==> config.mk <==
export PLATFORM = sky130hd
export DESIGN_NAME = asram_port_ctrl
export DESIGN_NICKNAME = d
export VERILOG_FILES = /design/src/rtl/asram_pkg.sv /design/src/rtl/asram_phase_timer.sv /design/src/rtl/asram_sequencer.sv /design/src/rtl/asram_datapath.sv /design/src/rtl/asram_port_ctrl.sv
export SDC_FILE = /design/constraint.sdc
export NUM_CORES = 1
export LEC_CHECK = 0
export ABC_AREA = 1
export BUFFER_PORTS_ARGS = -buffer_cell sky130_fd_sc_hd__buf_2
export CORE_ASPECT_RATIO = 1.2
export CORE_MARGIN = 2
export CORE_UTILIZATION = 47
export DETAILED_ROUTE_END_ITERATION = 7
export PLACE_DENSITY = 0.78
export SKIP_LAST_GASP = 1
export SYNTH_ARGS = -nofsm -noshare
export SYNTH_HDL_FRONTEND = slang
export SYNTH_SLANG_ARGS = --single-unit
==> constraint.sdc <==
create_clock -name clk -period 2.6 [get_ports clk]
set_clock_uncertainty 0.15 [all_clocks]
set_input_delay 0.39 -clock clk [delete_from_list [all_inputs] [get_ports clk]]
set_output_delay 0.39 -clock clk [all_outputs]
set_load 0.01 [all_outputs]
==> src/rtl/asram_pkg.sv <==
`timescale 1ns/1ps
// Shared types and elaboration-time helpers for the static RAM port controller.
// Assumes all durations are given as positive nanosecond integers.
package asram_pkg;

    typedef enum logic [2:0] {
        ST_IDLE,
        ST_RD_SETUP,
        ST_RD_WAIT,
        ST_RD_CAPTURE,
        ST_WR_SETUP,
        ST_WR_PULSE,
        ST_WR_RECOVER,
        ST_TURNAROUND
    } seq_state_t;

    // Converts a duration to whole cycles, rounding up, never below one.
    function automatic int ns_to_cyc(input int ns, input int per);
        int c;
        c = (ns + per - 1) / per;
        if (c < 1) c = 1;
        return c;
    endfunction

    function automatic int imax(input int a, input int b);
        return (a > b) ? a : b;
    endfunction

endpackage

==> src/rtl/asram_phase_timer.sv <==
`timescale 1ns/1ps
// Down-counter that times one sequencer phase.
// Loading a length N makes 'last' high in the N-th cycle after the load edge.
// Assumes the sequencer reloads on every state change and never loads zero.
module asram_phase_timer #(
    parameter int CNT_W = 4
) (
    input  logic             clk,
    input  logic             rst_n,
    input  logic             load,
    input  logic [CNT_W-1:0] load_len,
    output logic             last
);

    logic [CNT_W-1:0] cnt;

    // Count the remaining cycles of the current phase.
    always_ff @(posedge clk) begin
        if (!rst_n)             cnt <= '0;
        else if (load)          cnt <= load_len - 1'b1;
        else if (cnt != '0)     cnt <= cnt - 1'b1;
    end

    assign last = (cnt == '0);

    // every phase lasts at least one cycle
    a_r6_len_nonzero: assert property (@(posedge clk) disable iff (!rst_n)
        load |-> (load_len != '0));

endmodule

==> src/rtl/asram_sequencer.sv <==
`timescale 1ns/1ps
// Transfer state machine. It walks each request through its phases and
// registers the RAM strobes and driver enable from the next state, so the
// pins change only on clock edges. Assumes a phase timer reporting 'tm_last'.
module asram_sequencer
    import asram_pkg::*;
#(
    parameter int CNT_W   = 4,
    parameter int RW_CYC  = 8,
    parameter int TA_CYC  = 4,
    parameter int WP_CYC  = 7,
    parameter int REC_CYC = 1
) (
    input  logic             clk,
    input  logic             rst_n,
    input  logic             req_valid,
    input  logic             req_write,
    input  logic             tm_last,
    output logic             tm_load,
    output logic [CNT_W-1:0] tm_len,
    output logic             accept,
    output logic             capture,
    output logic             done,
    output logic             busy,
    output logic             cs_n,
    output logic             oe_n,
    output logic             we_n,
    output logic             drv_en
);

    seq_state_t st, nx;

    // Choose the next phase when the current one has run out.
    always_comb begin
        nx = st;
        unique case (st)
            ST_IDLE:       if (req_valid) nx = req_write ? ST_WR_SETUP : ST_RD_SETUP;
            ST_RD_SETUP:   if (tm_last)   nx = ST_RD_WAIT;
            ST_RD_WAIT:    if (tm_last)   nx = ST_RD_CAPTURE;
            ST_RD_CAPTURE: if (tm_last)   nx = ST_TURNAROUND;
            ST_TURNAROUND: if (tm_last)   nx = ST_IDLE;
            ST_WR_SETUP:   if (tm_last)   nx = ST_WR_PULSE;
            ST_WR_PULSE:   if (tm_last)   nx = ST_WR_RECOVER;
            ST_WR_RECOVER: if (tm_last)   nx = ST_IDLE;
            default:                      nx = ST_IDLE;
        endcase
    end

    // Pick the length of the phase being entered.
    always_comb begin
        unique case (nx)
            ST_RD_WAIT:    tm_len = CNT_W'(RW_CYC);
            ST_TURNAROUND: tm_len = CNT_W'(TA_CYC);
            ST_WR_PULSE:   tm_len = CNT_W'(WP_CYC);
            ST_WR_RECOVER: tm_len = CNT_W'(REC_CYC);
            default:       tm_len = CNT_W'(1);
        endcase
    end

    assign tm_load = (nx != st);
    assign accept  = (st == ST_IDLE) && req_valid;
    assign capture = (st == ST_RD_WAIT) && tm_last;
    assign done    = tm_last && ((st == ST_TURNAROUND) || (st == ST_WR_RECOVER));
    assign busy    = (st != ST_IDLE);

    // Advance the state and register the pin strobes for the new state.
    always_ff @(posedge clk) begin
        if (!rst_n) begin
            st     <= ST_IDLE;
            cs_n   <= 1'b1;
            oe_n   <= 1'b1;
            we_n   <= 1'b1;
            drv_en <= 1'b0;
        end else begin
            st     <= nx;
            cs_n   <= !(nx == ST_RD_SETUP || nx == ST_RD_WAIT ||
                        nx == ST_WR_SETUP || nx == ST_WR_PULSE);
            oe_n   <= !(nx == ST_RD_SETUP || nx == ST_RD_WAIT);
            we_n   <= !(nx == ST_WR_PULSE);
            drv_en <= (nx == ST_WR_PULSE);
        end
    end

    // Checking aids: cycles write enable has been low, cycles since output enable rose.
    int we_low_cnt;
    int rel_cnt;

    // Saturating interval counters used only by the properties below.
    always_ff @(posedge clk) begin
        if (!rst_n) begin
            we_low_cnt <= 0;
            rel_cnt    <= TA_CYC;
        end else begin
            if (we_n)                      we_low_cnt <= 0;
            else if (we_low_cnt < WP_CYC)  we_low_cnt <= we_low_cnt + 1;
            if (!oe_n)                     rel_cnt <= 0;
            else if (rel_cnt < TA_CYC)     rel_cnt <= rel_cnt + 1;
        end
    end

    // the write pulse is never shorter than its cycle count
    a_r4_we_width: assert property (@(posedge clk) disable iff (!rst_n)
        $rose(we_n) |-> (we_low_cnt >= WP_CYC));

    // the driver turns on only after the float window has elapsed
    a_r9_float_gap: assert property (@(posedge clk) disable iff (!rst_n)
        $rose(drv_en) |-> (rel_cnt >= TA_CYC));

    // the datum goes on the bus as write enable falls
    a_r5_drive_with_we: assert property (@(posedge clk) disable iff (!rst_n)
        $fell(we_n) |-> drv_en);

endmodule

==> src/rtl/asram_datapath.sv <==
`timescale 1ns/1ps
// Address, write-data and read-data registers.
// Address and datum are captured on acceptance and held until the next
// acceptance. The bus is sampled into rdata on the sequencer's capture strobe.
module asram_datapath #(
    parameter int ADDR_W = 15,
    parameter int DATA_W = 8
) (
    input  logic              clk,
    input  logic              rst_n,
    input  logic              accept,
    input  logic              capture,
    input  logic [ADDR_W-1:0] req_addr,
    input  logic [DATA_W-1:0] req_wdata,
    input  logic [DATA_W-1:0] ram_dq_in,
    output logic [ADDR_W-1:0] ram_addr,
    output logic [DATA_W-1:0] ram_dq_out,
    output logic [DATA_W-1:0] rdata
);

    // Hold the request's address and datum for the whole transfer.
    always_ff @(posedge clk) begin
        if (!rst_n) begin
            ram_addr   <= '0;
            ram_dq_out <= '0;
        end else if (accept) begin
            ram_addr   <= req_addr;
            ram_dq_out <= req_wdata;
        end
    end

    // Sample the bus at the end of the read access window.
    always_ff @(posedge clk) begin
        if (!rst_n)        rdata <= '0;
        else if (capture)  rdata <= ram_dq_in;
    end

endmodule

==> src/rtl/asram_port_ctrl.sv <==
`timescale 1ns/1ps
// Top of the static RAM port controller. It converts the nanosecond limits
// to cycle counts and connects the timer, sequencer and datapath.
// Assumes one outstanding request and an external tri-state pad on the bus.
module asram_port_ctrl
    import asram_pkg::*;
#(
    parameter int CLK_PERIOD_NS = 8,
    parameter int ADDR_W        = 15,
    parameter int DATA_W        = 8,
    parameter int RD_CYCLE_NS   = 70,
    parameter int RD_ACCESS_NS  = 70,
    parameter int OE_ACCESS_NS  = 35,
    parameter int FLOAT_NS      = 30,
    parameter int WR_CYCLE_NS   = 70,
    parameter int WE_PULSE_NS   = 55,
    parameter int SEL_TO_END_NS = 60,
    parameter int DATA_SETUP_NS = 30
) (
    input  logic              clk,
    input  logic              rst_n,
    input  logic              req_valid,
    input  logic              req_write,
    input  logic [ADDR_W-1:0] req_addr,
    input  logic [DATA_W-1:0] req_wdata,
    output logic              busy,
    output logic              done,
    output logic [DATA_W-1:0] rdata,
    output logic [ADDR_W-1:0] ram_addr,
    output logic              ram_cs_n,
    output logic              ram_oe_n,
    output logic              ram_we_n,
    output logic [DATA_W-1:0] ram_dq_out,
    output logic              ram_dq_oe,
    input  logic [DATA_W-1:0] ram_dq_in
);

    localparam int ACC_CYC = imax(ns_to_cyc(RD_ACCESS_NS, CLK_PERIOD_NS),
                                  ns_to_cyc(OE_ACCESS_NS, CLK_PERIOD_NS));
    localparam int RW_CYC  = imax(1, ACC_CYC - 1);
    localparam int TA_CYC  = imax(ns_to_cyc(FLOAT_NS, CLK_PERIOD_NS),
                                  ns_to_cyc(RD_CYCLE_NS, CLK_PERIOD_NS) - RW_CYC - 2);
    localparam int WP_CYC  = imax(imax(ns_to_cyc(WE_PULSE_NS, CLK_PERIOD_NS),
                                       ns_to_cyc(DATA_SETUP_NS, CLK_PERIOD_NS)),
                                  ns_to_cyc(SEL_TO_END_NS, CLK_PERIOD_NS) - 1);
    localparam int REC_CYC = imax(1, ns_to_cyc(WR_CYCLE_NS, CLK_PERIOD_NS) - 1 - WP_CYC);
    localparam int MAX_LEN = imax(imax(RW_CYC, TA_CYC), imax(WP_CYC, REC_CYC));
    localparam int CNT_W   = $clog2(MAX_LEN + 1);

    logic             tm_load;
    logic [CNT_W-1:0] tm_len;
    logic             tm_last;
    logic             accept;
    logic             capture;

    asram_phase_timer #(.CNT_W(CNT_W)) u_timer (
        .clk      (clk),
        .rst_n    (rst_n),
        .load     (tm_load),
        .load_len (tm_len),
        .last     (tm_last)
    );

    asram_sequencer #(
        .CNT_W   (CNT_W),
        .RW_CYC  (RW_CYC),
        .TA_CYC  (TA_CYC),
        .WP_CYC  (WP_CYC),
        .REC_CYC (REC_CYC)
    ) u_seq (
        .clk       (clk),
        .rst_n     (rst_n),
        .req_valid (req_valid),
        .req_write (req_write),
        .tm_last   (tm_last),
        .tm_load   (tm_load),
        .tm_len    (tm_len),
        .accept    (accept),
        .capture   (capture),
        .done      (done),
        .busy      (busy),
        .cs_n      (ram_cs_n),
        .oe_n      (ram_oe_n),
        .we_n      (ram_we_n),
        .drv_en    (ram_dq_oe)
    );

    asram_datapath #(.ADDR_W(ADDR_W), .DATA_W(DATA_W)) u_dp (
        .clk        (clk),
        .rst_n      (rst_n),
        .accept     (accept),
        .capture    (capture),
        .req_addr   (req_addr),
        .req_wdata  (req_wdata),
        .ram_dq_in  (ram_dq_in),
        .ram_addr   (ram_addr),
        .ram_dq_out (ram_dq_out),
        .rdata      (rdata)
    );

    // address held while the RAM stays selected
    a_r8_addr_hold: assert property (@(posedge clk) disable iff (!rst_n)
        (!ram_cs_n && $past(!ram_cs_n)) |-> $stable(ram_addr));

    // never drive while the RAM output is enabled
    a_r9_no_fight: assert property (@(posedge clk) disable iff (!rst_n)
        !ram_oe_n |-> !ram_dq_oe);

    // output enable stays high throughout a write pulse
    a_r4_oe_high_wr: assert property (@(posedge clk) disable iff (!rst_n)
        !ram_we_n |-> (ram_oe_n && !ram_cs_n));

    // a read strobe is always qualified by select with write enable high
    a_r3_read_sel: assert property (@(posedge clk) disable iff (!rst_n)
        !ram_oe_n |-> (!ram_cs_n && ram_we_n));

    // completion pulse lasts one cycle
    a_r10_done_once: assert property (@(posedge clk) disable iff (!rst_n)
        done |=> !done);

    // done only appears inside a busy transfer
    a_r2_done_in_busy: assert property (@(posedge clk) disable iff (!rst_n)
        done |-> busy);

endmodule

==> results of run 1 <==
-- final timing paths --
path / endpoint / cells past startpoint
max: u_timer.cnt[2] / 15
max reg2reg: u_timer.cnt[2] / 15
min reg2reg: u_dp.ram_dq_out[1] / 2
min: u_dp.ram_addr[13] / 3
-- critical path, cell delays in order, from the launching register on --
cell,delay (ns)
dfxtp_1,0.41
nor2_4,0.16
nand2_4,0.08
inv_4,0.08
nand2_8,0.11
nor2_1,0.11
inv_1,0.06
nand2_2,0.08
inv_1,0.08
nand2_2,0.09
nand2_1,0.06
nand2_2,0.08
nand2_2,0.06
ha_1,0.20
nand3b_1,0.15
a21oi_1,0.15
-- layer usage --
metal,GRT usage,routed length [microns],vias to the layer above
met4,0.0642,55,0
met3,0.0731,294,7
met5,0,0,-
met2,0.335,1840,63
li1,-,-,885
met1,0.197,1530,751
-- cells in the final DEF (no fill, tap or decap), types with 2 or more instances in the layout --
| cell | Yosys | layout |
|---|---|---|
| buf_2 | 0 | 71 |
| nand2_1 | 64 | 64 |
| dfxtp_1 | 42 | 42 |
| nor2_1 | 28 | 28 |
| a21oi_1 | 27 | 27 |
| inv_1 | 13 | 13 |
| nand2_2 | 10 | 10 |
| o21ai_0 | 10 | 10 |
| clkbuf_8 | 0 | 6 |
| nand3_1 | 5 | 5 |
| inv_2 | 4 | 4 |
| nand2_4 | 4 | 4 |
| nand4_1 | 4 | 4 |
| nand3_2 | 3 | 3 |
| nor2_4 | 2 | 2 |
| o21ai_1 | 2 | 2 |
-- sequential cells by signal (all words and copies together) (netlist names) --
register and count:
u_seq.oe_n 1, u_seq.st 3, u_dp.ram_addr 15, u_seq.we_n 1, u_dp.ram_dq_out 8, u_dp.rdata 8
u_timer.cnt 4, u_seq.cs_n 1, u_seq.drv_en 1
-- power by group --
part / internal (mW) / switching [mW] / total [mW]
sequential: 0.769 / 0.0697 / 0.839
clock: 0.213 / 0.221 / 0.434
combinational: 0.390 / 0.683 / 1.07
total: 1.37 / 0.973 / 2.35
-- area by class of cell --
cell class                 count  area (sq um)  area share
inverter                      18          70.1      0.0312
clock buffer                   6          82.6      0.0368
clock inverter                 2          12.5     0.00557
timing repair buffer          72           363       0.162
sequential                    42           841       0.375
tap                           39          48.8      0.0217
multi-input combinational    166           827       0.368
-- cells in the mapped netlist (all sizes together) --
cell and count:
o211ai 1, nand2 79, dfxtp 42, nor3 1
inv 18, clkbuf 7, nor2 31, nand4 4
a21oi 27, nand3 9, ha 1, nand3b 1
o21ai 12
-- kinds of logic after synthesis --
family / share of synthesized area
buffers and inverters: 0.0546
AOI/OAI and AO/OA: 0.115
and+or+nand+nor: 0.347
adders and majority gates: 0.00709
DFF: 0.477
-- through the flow --
stage	setup slack, ns	std cells	util
5_1_grt	0.171	345	0.623
6_report	0.421	345	0.623
4_1_cts	0.405	345	0.623
2_1_floorplan	0.675	233	-
3_5_place_dp	0.418	337	0.597
3_3_place_gp	0.471	337	0.597
==> flow_summary.json, run 1 <==
{
  "placed_area_sq_um": 2150,
  "fin_area_sq_um": 2240,
  "r2r-start": "u_seq.st[0]",
  "slew_viol_final": 0,
  "postCtsSetupRepairBufs": 0,
  "drc": 0,
  "crit_fanout": 25,
  "pin_count": 72,
  "fillers": 340,
  "leakage_nw": 1.10,
  "port_buffers": 71,
  "vias": 1706,
  "crit_required_ns": 2.67,
  "worstMarginPinSlew_ns": 0.464,
  "syn_area_sq_um": 1760,
  "core_area_sq_um": 3600,
  "synth_cell_types": 23,
  "via_per_inst": 4.94,
  "drt_iter0_drc": 26,
  "synth_top_area_share": 0.477,
  "critPathKind": "reg2reg",
  "end_kind": "flip-flop",
  "fmax_mhz": 459,
  "slew_headroom": 0.690,
  "status": "finished, final reports clean",
  "yosysWarnings": 0,
  "seq_area_frac_synth": 0.477,
  "synth_seq_cells": 42,
  "groute.usage.overall": 0.189,
  "wl_microns": 3720,
  "whs_ns": 0.183,
  "grt_pass1_wl_microns": 6290,
  "syn_nets": 269,
  "antennaDiodeCount": 0,
  "wl_per_cell_microns": 10.8,
  "detail-route-antenna-nets": 0,
  "cts_max_level": 2,
  "clk_latency_ns": 0.29,
  "cp-start-kind": "flip-flop",
  "globalplace.congestion": 0.929,
  "critPathLaunch": "u_seq.st[0]",
  "grt_pass1_vias": 1595,
  "setup_viol": 0,
  "dp_hpwl_microns": 2850,
  "ir_worst_vdd_uv": 581,
  "min-delay-start": "req_addr[13]",
  "initial_core_util": 0.490,
  "reg2reg_slack_ns": 0.42,
  "cts_tree": "done",
  "grt_max_degree": 29,
  "clkSinkCount": 42,
  "critPathArrivalTime_ns": 2.25,
  "syn_avg_cell_area_sq_um": 7.57,
  "drt-pass1-iter-count": 4,
  "cts.clk_slew.worst_paths_ns": 0.08,
  "cts_buffers": 5,
  "cts_hold_buf": 0,
  "hold_class": "in2reg",
  "drive_gt1_frac": 0.350,
  "fin_nets": 341,
  "syn2layout_area_growth_pct": 27.2,
  "cts_root_buffer": "clkbuf_8",
  "tns_ns": 0,
  "grt_overflow": 0,
  "p_total_mw": 2.35,
  "fin_crit_sh": 0.838,
  "hold_viol": 0,
  "syn_inst": 233,
  "dieHeight_microns": 71.1,
  "rsz0062_at_grt": "false",
  "synth_top_area_cell": "dfxtp_1",
  "die-area_sq_um": 4260,
  "cts.path.max_buffers": 2,
  "num_rows": 24,
  "max_cap_viol_count": 0,
  "antenna_found_initial": 0,
  "cts_resized": 0,
  "fp.dieW_microns": 59.9,
  "p_per_area_nw_per_um2": 1050,
  "synth.top_cells.by_area": "dfxtp_1 (48%), nand2_1 (14%), a21oi_1 (7.7%)",
  "min_period_ns": 2.18
}
Note: power is estimated with default switching activity, not from simulation.
==> inputs of run 2 (changes only) <==
==> constraint.sdc (replaced) <==
create_clock -name clk -period 2.3 [get_ports clk]
set_clock_uncertainty 0.15 [all_clocks]
set_input_delay 0.345 -clock clk [delete_from_list [all_inputs] [get_ports clk]]
set_output_delay 0.345 -clock clk [all_outputs]
set_load 0.01 [all_outputs]
==> run 2 against run 1 <==
  * Worst setup slack got worse by 0.26 ns
  * Worst hold slack worse by 0.048 ns
  * Global-route usage rose by 0.95 points
  * Power rose by 15%
  * Critical path depth is 2 lower
  * Clock power grew 17%
  * Cell count increased by 0.29%
  * Via count decreased by 0.35%
  * Cell area grew 0.67%
  * Combinational power rose by 16%
  * Utilization up 0.42 points
  * Routed wire length rose by 5.6%
  * Critical endpoint unchanged
==> flow_summary.json, run 2 (synthesis results as in run 1) <==
{
  "hold_class": "in2reg",
  "wl_met1_microns": 1670,
  "vias": 1700,
  "fin_crit_sh": 0.928,
  "largest_reg_flops": 15,
  "cp-start-kind": "flip-flop",
  "hold_viol": 0,
  "min_period_ns": 2.13,
  "setup_viol": 0,
  "power_frac_comb": 0.460,
  "cts_hold_buf": 0,
  "tns_ns": 0,
  "clkSinkCount": 42,
  "wl_microns": 3930,
  "syn2layout_area_growth_pct": 28.1,
  "worstHoldEndpoint": "u_dp.ram_dq_out[3]",
  "drive_gt1_frac": 0.358,
  "wl_per_cell_microns": 11.4,
  "rsz0062_at_grt": "false",
  "via_per_inst": 4.91,
  "power_frac_seq": 0.352,
  "dp_hpwl_microns": 2890,
  "intPower_mw": 1.57,
  "drc": 0,
  "status": "finished, final reports clean",
  "crit_chain": "nor2_2 -> nand2_2 -> inv_2 -> nand3_1 -> nand2_1 -> nand2_2 -> nand2_2 -> nand3_4 -> nand2_2 -> nand2_2 -> ha_1 -> nand3b_1 -> a21oi_1",
  "final_common_cell": "buf_2",
  "crit_fanout": 6,
  "cp_slowest_cell": "dfxtp_1",
  "fin_area_sq_um": 2260,
  "fin_nets": 342,
  "port_buffers": 71,
  "clk_latency_ns": 0.29,
  "grt_overflow": 0,
  "antennaDiodeCount": 0,
  "reg2reg_depth": 13,
  "cts_max_level": 2,
  "critPathKind": "reg2reg",
  "cts.path.max_buffers": 2,
  "placed_area_sq_um": 2160,
  "finalWorstSetupSlack_ns": 0.166,
  "min_path_cells": 3,
  "critPathArrivalTime_ns": 2.21,
  "min-delay-start": "req_wdata[3]",
  "slew_viol_final": 0,
  "grt_max_degree": 29,
  "pin_count": 72,
  "globalplace.congestion": 0.940,
  "reg2reg_slack_ns": 0.17,
  "antenna_found_initial": 0,
  "final_cell_mix": "buf_2 (71), nand2_1 (63), dfxtp_1 (42), a21oi_1 (27), nor2_1 (26)",
  "core_area_sq_um": 3600,
  "max_cap_viol_count": 0,
  "detail-route-antenna-nets": 0,
  "r2r-end": "u_timer.cnt[2]",
  "pre_cts_ws_ns": 0.128,
  "regMostFlops": "u_dp.ram_addr",
  "maxUsedRoutingLayer": "met4",
  "top_regs": "u_dp.ram_addr: 15 flops, u_dp.ram_dq_out: 8 flops, u_dp.rdata: 8 flops",
  "crit_required_ns": 2.38,
  "whs_ns": 0.135,
  "leakage_nw": 1.11,
  "slew_headroom": 0.689,
  "p_sw_frac": 0.420,
  "grt_pass1_vias": 1656,
  "cts_root_buffer": "clkbuf_8",
  "wl_met2_microns": 1930,
  "netSwitchingPower_mw": 1.13,
  "crit_path_frequent_cell": "nand2_2",
  "cts_buffers": 5,
  "dieHeight_microns": 71.1,
  "pwr-share-clk": 0.188,
  "grt_pass1_wl_microns": 6630,
  "worstMarginPinSlew_ns": 0.466,
  "end_kind": "flip-flop",
  "cts.clk_slew.worst_paths_ns": 0.08,
  "groute.usage.overall": 0.198,
  "fp.dieW_microns": 59.9,
  "drt_iter0_drc": 39,
  "die-area_sq_um": 4260,
  "ir_worst_vdd_uv": 647,
  "drt-pass1-iter-count": 7,
  "initial_core_util": 0.490,
  "p_per_area_nw_per_um2": 1200,
  "num_rows": 24,
  "r2r-start": "u_timer.cnt[1]",
  "wl_met3_microns": 284,
  "critical_path.max_stage_delay_ns": 0.33,
  "cts_tree": "done",
  "fmax_mhz": 469
}
==> run 2: cell types whose count changed in the layout (fill, tap and decap cells not counted), sizes merged <==
cell and delta:
buf +1, clkbuf +1, clkinv -1, clkinvlp -1, inv +1
==> run 2: how the worst max path moves through the flow <==
stage,endpoint,slack [ns],start
2_1_floorplan,u_timer.cnt[2],0.38,u_timer.cnt[1]
3_3_place_gp,u_timer.cnt[2],0.18,u_timer.cnt[1]
3_5_place_dp,u_timer.cnt[2],0.13,u_timer.cnt[1]
4_1_cts,u_timer.cnt[2],0.10,u_timer.cnt[1]
5_1_grt,u_timer.cnt[2],0.02,u_timer.cnt[1]
6_report,u_timer.cnt[2],0.17,u_timer.cnt[1]
==> run 2: power groups by stage <==
stage	clock (mW)	combinational [mW]	sequential, mW
final	0.509	1.24	0.950
after floorplan	0	0.875	1.01
after detailed placement	0	1.24	0.963
after global placement	0	1.21	0.960
after global routing	0.545	1.39	0.970
after CTS	0.522	1.24	0.947
==> run 2: cell type report <==
class	count	area, sq um
timing repair buffer	73	370
sequential	42	841
fill	352	1340
clock inverter	1	8.76
multi-input combinational	166	835
clock buffer	7	86.3
inverter	18	70.1
tap	39	48.8
==> run 2: per-stage QoR <==
step,cells,total power [mW],util
global placement,338,2.17,0.599
detailed placement,338,2.20,0.599
finish,346,2.70,0.627
floorplan,233,1.89,-
global route,346,2.91,0.627
CTS,346,2.71,0.625
==> run 2: worst max-delay path, delay by kind of cell, from the launching register on <==
family	cells	cell delay, ns
AND/OR/NAND/NOR	10	1.16
adder cells (fa/ha/maj)	1	0.20
buffers and inverters	1	0.10
flip-flops	1	0.33
AO/OA/AOI/OAI	1	0.13
==> run 2: per-layer routing <==
layer / global-route usage / vias up
met5: 0 / -
met4: 0.0543 / 0
met3: 0.0658 / 6
met2: 0.345 / 61
met1: 0.226 / 748
li1: - / 885
==> run 2: repair_timing <==
action / in CTS / in global routing
endpoints found under the setup margin: 0 / 1
setup buffers: 0 / 0
gates resized for setup: 0 / 3
==> inputs of run 3 (changes only) <==
--- a/config.mk
+++ b/config.mk
@@ -9,9 +9,9 @@
 export BUFFER_PORTS_ARGS = -buffer_cell sky130_fd_sc_hd__buf_2
 export CORE_ASPECT_RATIO = 1.2
 export CORE_MARGIN = 2
-export CORE_UTILIZATION = 47
+export CORE_UTILIZATION = 40
 export DETAILED_ROUTE_END_ITERATION = 7
-export PLACE_DENSITY = 0.78
+export PLACE_DENSITY = 0.68
 export SKIP_LAST_GASP = 1
 export SYNTH_ARGS = -nofsm -noshare
 export SYNTH_HDL_FRONTEND = slang
==> run 3 against run 2 <==
  * Sequential power increased by 0.4%
  * Maximum frequency increased by 1.7%
  * Die area increased by 16%
  * Routed wire length grew 0.38%
  * Combinational power about the same
  * Non-clock buffer count stayed put
  * Critical endpoint unchanged
  * Largest cell class unchanged
==> flow_summary.json, run 3 (synthesis results as in run 1) <==
{
  "crit_fanout": 7,
  "p_total_mw": 2.77,
  "dp_hpwl_microns": 2880,
  "globalplace.congestion": 0.875,
  "grt_max_degree": 29,
  "drc": 0,
  "setup_viol": 0,
  "top_regs": "u_dp.ram_addr: 15 flops, u_dp.ram_dq_out: 8 flops, u_dp.rdata: 8 flops",
  "pin_count": 72,
  "reg2reg_depth": 12,
  "fin_crit_sh": 0.912,
  "hold_class": "in2reg",
  "initial_core_util": 0.414,
  "wl_per_cell_microns": 10.9,
  "end_kind": "flip-flop",
  "cts_root_buffer": "clkbuf_8",
  "drt_iter0_drc": 28,
  "cp-start-kind": "flip-flop",
  "via_per_inst": 4.63,
  "min_period_ns": 2.10,
  "final_cell_mix": "buf_2 (71), nand2_1 (62), dfxtp_1 (41), a21oi_1 (27), nor2_1 (26)",
  "groute.usage.overall": 0.178,
  "clkSinkCount": 42,
  "dieHeight_microns": 76.8,
  "num_rows": 26,
  "port_buffers": 71,
  "cts_resized": 0,
  "worstMarginPinSlew_ns": 0.480,
  "cts_buffers": 5,
  "final_util": 0.541,
  "grt_pass1_vias": 1685,
  "leakage_nw": 1.12,
  "fp.dieW_microns": 64.6,
  "vias": 1680,
  "hold_viol": 0,
  "cts.clk_slew.worst_paths_ns": 0.08,
  "crit_path_end": "u_timer.cnt[2]",
  "r2r-end": "u_timer.cnt[2]",
  "cts_max_level": 2,
  "cts.path.max_buffers": 2,
  "reg2reg_slack_ns": 0.20,
  "whs_ns": 0.130,
  "postCtsSetupRepairBufs": 0,
  "largest_reg_flops": 15,
  "slew_viol_final": 0,
  "p_per_area_nw_per_um2": 1200,
  "r2r-start": "u_seq.st[0]",
  "rsz0062_at_grt": "false",
  "antennaDiodeCount": 0,
  "regMostFlops": "u_dp.ram_addr",
  "syn2layout_area_growth_pct": 30.6,
  "grt_overflow": 0,
  "drt-pass1-iter-count": 5,
  "final_common_cell": "buf_2",
  "tns_ns": 0,
  "cts_hold_buf": 0,
  "antenna_found_initial": 0,
  "die-area_sq_um": 4960,
  "critPathArrivalTime_ns": 2.18,
  "fin_nets": 342,
  "max_cap_viol_count": 0,
  "core_area_sq_um": 4260,
  "slew_headroom": 0.680,
  "drive_gt1_frac": 0.371,
  "wl_microns": 3940,
  "fmax_mhz": 477,
  "status": "finished, final reports clean",
  "critPathKind": "reg2reg",
  "ir_worst_vdd_uv": 484,
  "detail-route-antenna-nets": 0,
  "grt_pass1_wl_microns": 7020,
  "critPathLaunch": "u_seq.st[0]",
  "pre_cts_ws_ns": 0.0644,
  "crit_required_ns": 2.39,
  "cts_tree": "done",
  "clk_latency_ns": 0.30,
  "finalWorstSetupSlack_ns": 0.203
}
[run 3: cell types whose count changed in the layout (fill, tap and decap cells not counted), sizes merged]
cell,delta
bufinv,+1
clkbuf,-2
clkinv,+2
inv,-1
[run 3: per-stage QoR]
stage,cell area [sq um],cells
2_1_floorplan,1760,233
3_3_place_gp,2180,355
3_5_place_dp,2180,355
4_1_cts,2290,363
5_1_grt,2300,363
6_report,2300,363
[run 3: final cells by class]
| type | instances | area [sq um] |
|---|---|---|
| fillers | 415 | 1960 |
| flip-flops and latches | 42 | 842 |
| multi-input cells | 166 | 842 |
| repair buffers | 73 | 370 |
| inverters | 18 | 70.1 |
| well taps | 56 | 70.1 |
| clock buffers | 5 | 68.8 |
| clock inverters | 3 | 40.0 |
[run 3: how the worst min path moves through the flow]
stage	startpoint	to	slack, ns	cells past startpoint
finish	req_wdata[1]	u_dp.ram_dq_out[1]	0.13	3
global route	req_wdata[1]	u_dp.ram_dq_out[1]	0.13	3
detailed placement	u_dp.ram_dq_out[3]	u_dp.ram_dq_out[3]	0.30	2
global placement	u_dp.ram_addr[2]	u_dp.ram_addr[2]	0.30	2
CTS	req_wdata[0]	u_dp.ram_dq_out[0]	0.12	3
floorplan	u_dp.ram_addr[14]	u_dp.ram_addr[14]	0.34	2
[run 3: power breakdown]
group	internal [mW]	total [mW]	leakage, nW	switching [mW]
Sequential	0.871	0.954	0.344	0.0834
Clock	0.319	0.574	0.0579	0.255
Combinational	0.453	1.24	0.715	0.784
Total	1.64	2.77	1.12	1.12
[run 3: worst max-delay path, cell delays in order (launching register included)]
cell,delay [ns]
dfxtp_1,0.51
nor2_4,0.07
nor2_1,0.15
nand2_2,0.13
nand3_2,0.12
nand3_2,0.09
nand2_4,0.09
nand3_4,0.10
nand2_2,0.09
nand2_2,0.06
ha_1,0.20
nand3b_1,0.15
a21oi_1,0.13
[run 3: metal layers]
metal | GRT usage | part of all wire | vias up
li1 | - | - | 884
met1 | 0.196 | 0.44 | 729
met2 | 0.306 | 0.47 | 61
met3 | 0.0601 | 0.077 | 6
met4 | 0.0787 | 0.017 | 0
met5 | 0 | 0 | -
